<file path="src/rtl/mod3_hash_pkg.sv">
package mod3_hash_pkg;

    localparam int RESIDUES  = 3;
    localparam int MAX_STEPS = RESIDUES - 1;

    typedef logic [RESIDUES-1:0] b3_t;

    typedef enum logic [1:0] {
        SOLVE_AT0  = 2'd0,
        SOLVE_AT1  = 2'd1,
        SOLVE_AT2  = 2'd2,
        SOLVE_MISS = 2'd3
    } solve_state_e;

    // Pair value to one-hot residue code; value 3 wraps to residue 0.
    function automatic b3_t pair_to_b3(input logic [1:0] v);
        b3_t r;
        unique case (v)
            2'd0:    r = 3'b100;
            2'd1:    r = 3'b010;
            2'd2:    r = 3'b001;
            default: r = 3'b100;
        endcase
        return r;
    endfunction

    function automatic b3_t rot_right1(input b3_t v);
        return {v[0], v[2:1]};
    endfunction

    function automatic b3_t rot_left1(input b3_t v);
        return {v[1:0], v[2]};
    endfunction

    // Rotate right by amt; a count of 3 behaves as 0.
    function automatic b3_t rot_right(input b3_t v, input logic [1:0] amt);
        b3_t r;
        r = v;
        for (int i = 0; i < MAX_STEPS; i++) begin
            if (amt != 2'd3 && i < int'(amt)) r = rot_right1(r);
        end
        return r;
    endfunction

    // Rotate left by amt; a count of 3 behaves as 0.
    function automatic b3_t rot_left(input b3_t v, input logic [1:0] amt);
        b3_t r;
        r = v;
        for (int i = 0; i < MAX_STEPS; i++) begin
            if (amt != 2'd3 && i < int'(amt)) r = rot_left1(r);
        end
        return r;
    endfunction

    // Residue of an unsigned value: bit weights alternate 1, 2 modulo 3.
    function automatic logic [1:0] value_mod3(input logic [7:0] v);
        int s;
        s = 0;
        for (int i = 0; i < 8; i++) begin
            if (v[i]) s = s + ((i % 2 == 0) ? 1 : 2);
        end
        return 2'(s % RESIDUES);
    endfunction

endpackage

</file>
<file path="src/rtl/mod3_partial_hash.sv">
module mod3_partial_hash
    import mod3_hash_pkg::*;
#(
    parameter int ADDR_W   = 64,
    parameter int PAIRS    = 3,
    parameter int BASE_BIT = 15
) (
    input  logic [ADDR_W-1:0] addr_i,
    output b3_t               r2_o
);

    localparam int TOP_BIT = BASE_BIT + 2*PAIRS - 1;

    b3_t stage [PAIRS];

    assign stage[0] = pair_to_b3(addr_i[BASE_BIT+1:BASE_BIT]);

    for (genvar p = 1; p < PAIRS; p++) begin : g_chain
        assign stage[p] = rot_right(stage[p-1], addr_i[BASE_BIT+2*p+1:BASE_BIT+2*p]);
    end

    assign r2_o = stage[PAIRS-1];

    always_comb begin

        partial_onehot_chk: assert ($countones(r2_o) == 1)
            else $error("partial hash not one-hot: %b", r2_o);
    end

    initial begin
        if (TOP_BIT >= ADDR_W) $error("hash pairs exceed address width");
    end

endmodule

</file>
<file path="src/rtl/mod3_target_hash.sv">
module mod3_target_hash
    import mod3_hash_pkg::*;
#(
    parameter int ADDR_W    = 64,
    parameter int GID_W     = 3,
    parameter int CNT_W     = 4,
    parameter int SIX_CHAN  = 6,
    parameter int SEL_BIT   = 7
) (
    input  logic [ADDR_W-1:0] addr_i,
    input  logic [GID_W-1:0]  grp_id_i,
    input  logic [CNT_W-1:0]  chan_cnt_i,
    output b3_t               r3_o
);

    localparam logic [CNT_W-1:0] SIX_CODE = CNT_W'(SIX_CHAN);

    logic             six_mode;
    logic [GID_W-1:0] id_eff;
    logic [1:0]       sel_eff;
    logic [1:0]       id_res;
    b3_t              id_code;

    assign six_mode = (chan_cnt_i == SIX_CODE);

    always_comb begin
        id_eff  = grp_id_i;
        sel_eff = addr_i[SEL_BIT+1:SEL_BIT];
        if (six_mode) begin
            id_eff[0]  = 1'b0;
            sel_eff[0] = 1'b0;
        end
    end

    assign id_res  = value_mod3(8'(id_eff));
    assign id_code = pair_to_b3(id_res);
    assign r3_o    = rot_left(id_code, sel_eff);

    always_comb begin

        target_onehot_chk: assert ($countones(r3_o) == 1)
            else $error("target hash not one-hot: %b", r3_o);

        six_lsb_chk: assert (!six_mode || (id_eff[0] == 1'b0 && sel_eff[0] == 1'b0))
            else $error("six-channel reduction leaked a low bit");
    end

endmodule

</file>
<file path="src/rtl/mod3_rot_search.sv">
module mod3_rot_search
    import mod3_hash_pkg::*;
(
    input  b3_t        r2_i,
    input  b3_t        r3_i,
    output logic [1:0] msb_o
);

    b3_t          cand [MAX_STEPS+1];
    solve_state_e state;

    assign cand[0] = r3_i;
    for (genvar k = 1; k <= MAX_STEPS; k++) begin : g_cand
        assign cand[k] = rot_left1(cand[k-1]);
    end

    // Choose the first candidate that matches (0, then 1, then 2).
    always_comb begin
        state = SOLVE_MISS;
        for (int k = MAX_STEPS; k >= 0; k--) begin
            if (cand[k] == r2_i) state = solve_state_e'(k);
        end
    end

    // Output decode per state.
    always_comb begin
        unique case (state)
            SOLVE_AT0:  msb_o = 2'd0;
            SOLVE_AT1:  msb_o = 2'd1;
            SOLVE_AT2:  msb_o = 2'd2;
            SOLVE_MISS: msb_o = 2'd0;
            default:    msb_o = 2'd0;
        endcase
    end

    always_comb begin

        no_miss_chk: assert (state != SOLVE_MISS)
            else $error("rotation search found no match r2=%b r3=%b", r2_i, r3_i);

        msb_range_chk: assert (msb_o <= 2'd2)
            else $error("msb out of range: %0d", msb_o);
    end

endmodule

</file>
<file path="src/rtl/mod3_msb_solver.sv">
module mod3_msb_solver
    import mod3_hash_pkg::*;
#(
    parameter int ADDR_W    = 64,
    parameter int GID_W     = 3,
    parameter int CNT_W     = 4,
    parameter int SIX_CHAN  = 6,
    parameter int PAIRS     = 3,
    parameter int BASE_BIT  = 15,
    parameter int SEL_BIT   = 7
) (
    input  logic [ADDR_W-1:0] addr_i,
    input  logic [GID_W-1:0]  grp_id_i,
    input  logic [CNT_W-1:0]  chan_cnt_i,
    output logic [1:0]        msb_o
);

    b3_t r2;
    b3_t r3;

    mod3_partial_hash #(
        .ADDR_W   (ADDR_W),
        .PAIRS    (PAIRS),
        .BASE_BIT (BASE_BIT)
    ) partial_i (
        .addr_i (addr_i),
        .r2_o   (r2)
    );

    mod3_target_hash #(
        .ADDR_W   (ADDR_W),
        .GID_W    (GID_W),
        .CNT_W    (CNT_W),
        .SIX_CHAN (SIX_CHAN),
        .SEL_BIT  (SEL_BIT)
    ) target_i (
        .addr_i     (addr_i),
        .grp_id_i   (grp_id_i),
        .chan_cnt_i (chan_cnt_i),
        .r3_o       (r3)
    );

    mod3_rot_search search_i (
        .r2_i  (r2),
        .r3_i  (r3),
        .msb_o (msb_o)
    );

    always_comb begin

        solve_close_chk: assert (rot_left(r3, msb_o) == r2)
            else $error("target rotated by %0d misses partial hash", msb_o);
    end

endmodule

</file>
<file path="config.mk">
export PLATFORM = sky130hd
export DESIGN_NAME = mod3_msb_solver
export DESIGN_NICKNAME = d
export VERILOG_FILES = /design/src/rtl/mod3_hash_pkg.sv /design/src/rtl/mod3_partial_hash.sv /design/src/rtl/mod3_target_hash.sv /design/src/rtl/mod3_rot_search.sv /design/src/rtl/mod3_msb_solver.sv
export SDC_FILE = /design/constraint.sdc
export NUM_CORES = 1
export LEC_CHECK = 0
export BUFFER_PORTS_ARGS = -buffer_cell sky130_fd_sc_hd__clkbuf_2
export CAP_MARGIN = 0
export CORE_MARGIN = 2
export CORE_UTILIZATION = 38
export DETAILED_ROUTE_END_ITERATION = 8
export PLACE_DENSITY = 0.87
export SYNTH_ARGS = -nofsm -noshare
export SYNTH_HDL_FRONTEND = slang
export SYNTH_SLANG_ARGS = --single-unit
</file>
<file path="constraint.sdc">
create_clock -name vclk -period 4.6
set_input_delay 0 -clock vclk [all_inputs]
set_output_delay 0 -clock vclk [all_outputs]
set_load 0.01 [all_outputs]
</file>
After elaboration in Yosys (flattened, before gate mapping)
Cells that the tools add are included.
{"block": "totals", "register_bits": 0, "latch_bits": 0, "ram_bits": 0, "rom_bits": 0, "inputBits": 71, "output_inout_bits": 2, "word_cells": 48, "memories": 0}
{"block": "classes", "addsub": 2, "n_mul": 0, "div": 1, "order_cmp": 6, "n_eq_ne": 14, "shift": 0, "muxes": 17, "bitwise": 0, "n_reduce_logical": 8}
{"op": "$mux W32", "n": 2}
{"op": "$add A32 B2 Y32 const B", "n": 1}
{"op": "$mod A32 B3 Y32 const B", "n": 1}
{"op": "$mux W3", "n": 6}
{"op": "$lt A1 B2 Y1 const A", "n": 6}
{"op": "$pmux W3 S2", "n": 2}
{"op": "$eq A3 B3 Y1", "n": 3}
{"op": "$eq A2 B2 Y1 const B", "n": 4}
{"op": "$eq A2 B1 Y1 const B", "n": 3}
{"op": "$logic_and A1 B1 Y1", "n": 6}
{"op": "$ne A2 B2 Y1 const B", "n": 3}
{"op": "$pmux W2 S3", "n": 1}
{"op": "$eq A4 B3 Y1 const B", "n": 1}
{"op": "$mux W1", "n": 4}
{"op": "$mux W2", "n": 2}
{"op": "$add A1 B2 Y3 const B", "n": 1}
{"op": "$logic_not A2 Y1", "n": 1}
{"op": "$reduce_or A2 Y1", "n": 1}

Logic depth before layout (Yosys ltp)
{"block": "logic_depth", "word_depth": 19, "ltp_mapped": 19, "depth_no_buf": 19}

Cells and area by module
Synthesis repeated with hierarchy kept, for this count alone.
{"block": "unflattened", "cells_unflattened": 89, "hier_area_um2": 732.0}
{"module": "mod3_partial_hash", "n_inst": 1, "cells_each": 36, "area_per_inst_um2": 309.0, "seq_area_each_um2": 0.0}
{"module": "mod3_target_hash", "n_inst": 1, "cells_each": 37, "area_per_inst_um2": 299.0, "seq_area_each_um2": 0.0}
{"module": "mod3_rot_search", "n_inst": 1, "cells_each": 16, "area_per_inst_um2": 123.9, "seq_area_each_um2": 0.0}

Least setup slack after synthesis
No wires, ideal clock.
{"block": "synth_timing", "path_type": "input port to output port", "startpoint": "input chan_cnt_i[3]", "endpoint": "output msb_o[1]", "arrival_time_ns": 3.290, "required_time_ns": 4.600, "slack_ns": 1.310, "stages": 19, "n_path_buf": 0, "path_cell_list": "nand4bb_1 -> nand2_1 -> inv_1 -> ha_1 -> nand2b_1 -> o21ai_0 -> ha_1 -> nand2_1 -> o21ai_0 -> a221o_1 -> inv_1 -> ha_1 -> or3b_2 -> o211a_1 -> nor2_1 -> or4b_1 -> nand4_1 -> o21ai_1 -> o311ai_1"}
{"block": "synth_via", "elab_chain_cells": 19, "elab_cells_between_ends": 31, "cone_classes": "2 x add/sub; 1 x div; 2 x order compare; 10 x eq/ne; 12 x mux; 4 x reduce/logical"}
{"item": "start: declaration", "line_no": "mod3_msb_solver.sv:14", "source": "input logic [CNT_W-1:0] chan_cnt_i,"}
{"item": "$eq A4 B3 Y1 *", "line_no": "mod3_target_hash.sv:24", "source": "assign six_mode = (chan_cnt_i == SIX_CODE);"}
{"item": "$mux W1", "line_no": "mod3_target_hash.sv:29", "source": "if (six_mode) begin"}
{"item": "$mux W1", "line_no": "mod3_hash_pkg.sv:60", "source": "if (v[i]) s = s + ((i % 2 == 0) ? 1 : 2);"}
{"item": "$add A1 B2 Y3", "line_no": "mod3_hash_pkg.sv:60"}
{"item": "$mux W32", "line_no": "mod3_hash_pkg.sv:60"}
{"item": "$add A32 B2 Y32", "line_no": "mod3_hash_pkg.sv:60"}
{"item": "$mux W32", "line_no": "mod3_hash_pkg.sv:60"}
{"item": "$mod A32 B3 Y32", "line_no": "mod3_hash_pkg.sv:62", "source": "return 2'(s % RESIDUES);"}
{"item": "[... 3 more ...]"}
{"item": "$mux W3 *", "line_no": "mod3_hash_pkg.sv:50", "source": "if (amt != 2'd3 && i < int'(amt)) r = rot_left1(r);"}
{"item": "$eq A3 B3 Y1", "line_no": "mod3_rot_search.sv:21", "source": "if (cand[k] == r2_i) state = solve_state_e'(k);"}
{"item": "$mux W1", "line_no": "mod3_rot_search.sv:21"}
{"item": "$mux W2", "line_no": "mod3_rot_search.sv:21"}
{"item": "$mux W2 *", "line_no": "mod3_rot_search.sv:21"}
{"item": "$eq A2 B2 Y1 / $logic_not A2 Y1 (equally long branches)", "line_no": "mod3_rot_search.sv:27", "source": "unique case (state)"}
{"item": "$reduce_or A2 Y1 (no line)"}
{"item": "$pmux W2 S3 *", "line_no": "mod3_rot_search.sv:27"}
{"item": "end: declaration", "line_no": "mod3_msb_solver.sv:15", "source": "output logic [1:0] msb_o"}
Every way passes the cells marked *; elsewhere a longest branch is shown, timed or not.

Final worst setup path
Same ends and word-level chain as after synthesis.

==> results.toml <==
[synthesis]
yosys.area_share.simple_pct = 34.9
synthAdderAreaFrac_pct = 15.3
synth_top_family_by_area = "simple AND/OR/NAND/NOR gates"
synth_top_area_cell = "ha_1"
ys_seq_area_share_pct = 0
synth_xor_xnor_area_share_pct = 5.95
ys_top_cells_by_count = "inv_1, ha_1, nor2_1"
yosysUniqueCellTypes = 43
yosysMostFrequentCell = "inv_1"
netlist_instances = 103
syn_area_per_cell_sq_um = 7.14
synth_nets = 183
yosysTopAreaCellShare_pct = 15.3
netlist_top_cells_area = "ha_1, nand4_1, inv_1"
synthMuxAreaShare_pct = 4.93
ys_warn_count = 0
synth_compound_area_share_pct = 30.3
syn_area_sq_um = 736

[floorplan]
core_sq_um = 1780
pin_count = 73
start_util_pct = 41.3
die_w_um = 48
rows = 15
die-area_sq_um = 2300
die_y_um = 48

[timing]
tightest_slew_ps = 537
timing.fmax_mhz = 265
slew_viol_final = 0
hold_slack_ps = 767
tns_ps = 0
hold_viol = 0
setup_viol = 0
rsz0062_at_grt = "no"
slew_headroom_pct = 64.1
fin_crit_ps = 3770
fin_crit_sh_pct = 81.9

[pwr]
power_leakage_nw = 0.366
p_per_area_nw_per_um2 = 200
irDropWorstVdd_mv = 0.0805

[detailed_routing]
wirelength_mm = 1.55
first_pass_iters = 4
viasPerCell = 5.90
drc = 0
avgRoutedWirePerCell_um = 11.0
routed-via-count = 832
ant_nets = 0
first_iter_violations = 27

[setup_path]
cp_max_fo = 6
worstSetupPathType = "in -> out"
crit_path_end_kind = "primary output"
worstPathRequired_ps = 4600
crit_family = "simple AND/OR/NAND/NOR gates"
crit_top_cell = "ha_1"
worst_path_largest_cell_delay_ps = 490
worstPathCellList = "clkbuf_2 -> nand4bb_1 -> nand2_1 -> inv_1 -> ha_1 -> nand2b_1 -> o21ai_0 -> ha_1 -> nand2_1 -> o21ai_0 -> a221o_1 -> inv_1 -> ha_1 -> or3b_2 -> o211a_1 -> nor2_1 -> or4b_1 -> nand4_1 -> o21ai_1 -> o311ai_1 -> clkbuf_2"
crit_arrival_ps = 3770
crit_buf_inv = 4
critPathLaunchType = "input port"
slowest_stage = "or3b_2"

[layout]
n_sequential_cell = 0
seq_area_sq_um = 0
syn_to_final_growth_pct = 12.2
fin_nets = 198
multi_input_area_sq_um = 672
insertedDiodeCount = 0
final_layout_size_suffix_gt1_share_pct = 22.4
num-fill-cells = 178
finalNonFillerCells = 141
stdcell_area_sq_um = 826
clockBufferCount = 0

[clock_network]
postCtsSetupRepairBufs = 0
post_cts_resized = 0
hold_buffers = 0

[min_path]
holdCritStartpoint = "addr_i[20]"
hold_class = "in -> out"
whs_endpoint = "msb_o[0]"
hold_depth = 5

[global_routing]
grt.overflow.total = 0
grt_pass1_vias = 647
groute.layer.met1.usage_pct = 21.3
grt_pass1_wl_mm = 2.57
grt_busiest_layer = "met2"
grt_max_degree = 14
met2_usage_pct = 24.5
grt_use_total_pct = 14.3
grt.met3_usage_pct = 0
antenna_found_initial = 0

[job]
maxCapViolCount = 0

[placed_design]
gp_congestion = 0.820
dpl.hpwl_mm = 1.28
port_buffers = 17
dp_cells = 141
placed_cell_area_sq_um = 826

[status]
outcome = "completed"
-- final cells by class --
class / instances / share of cell area, %
repair buffers: 17 / 10.3
inverters: 10 / 4.55
well taps: 25 / 3.79
multi-input cells: 89 / 81.4
-- per-stage QoR --
step / util, % / setup slack [ps] / power, W
after floorplan: - / 1310 / 0.000135
after global placement: 46.3 / 949 / 0.000156
after detailed placement: 46.3 / 812 / 0.000164
after CTS: 46.3 / 808 / 0.000165
after global routing: 46.3 / 548 / 0.000187
final: 46.3 / 831 / 0.000166
-- worst max path at each step --
stage / startpoint / end / slack [ps] / depth (start not counted)
3_3_place_gp: chan_cnt_i[3] / msb_o[1] / 950 / 21
4_1_cts: chan_cnt_i[3] / msb_o[1] / 810 / 21
2_1_floorplan: chan_cnt_i[3] / msb_o[1] / 1310 / 19
6_report: chan_cnt_i[3] / msb_o[1] / 830 / 21
5_1_grt: chan_cnt_i[3] / msb_o[1] / 550 / 21
3_5_place_dp: chan_cnt_i[3] / msb_o[1] / 810 / 21
-- cell usage in the layout, fill, tap and decap left out, types with 2 or more instances in the layout --
master,Yosys,layout
nand3_1,5,5
o221a_2,2,2
nand2_1,7,7
nor2_1,8,8
nand4b_1,2,2
nand4_1,7,7
nand2b_1,4,4
o22ai_1,2,2
o221ai_1,2,2
ha_1,9,9
clkbuf_2,0,17
inv_1,10,10
or3b_2,4,4
o21ai_0,4,4
xnor2_1,4,4
o211ai_1,2,2
a221o_1,2,2
-- per-layer routing --
metal  routed length, um  vias up
li1                    -      434
met1                 749      381
met2                 756       17
met3                  44        0
met4                   0        0
met5                   0        -
-- kinds of logic after synthesis --
kind of cell	Yosys count
AO/OA/AOI/OAI	28
XOR/XNOR	5
adder cells (fa/ha/maj)	9
buffers and inverters	14
multiplexers	3
AND/OR/NAND/NOR	44
-- worst min-delay path, stage by stage --
cell and delay, ps:
clkbuf_2 80, ha_1 280, a31o_1 210, o211ai_2 80
clkbuf_2 120
-- where the power goes --
| part | internal [W] | total [W] | switching, W | leakage (nW) |
|---|---|---|---|---|
| Clock | 0 | 0 | 0 | 0 |
| Combinational | 0.0000714 | 0.000166 | 0.0000941 | 0.366 |
| Sequential | 0 | 0 | 0 | 0 |
No activity file was read; power rests on OpenSTA's default activity.
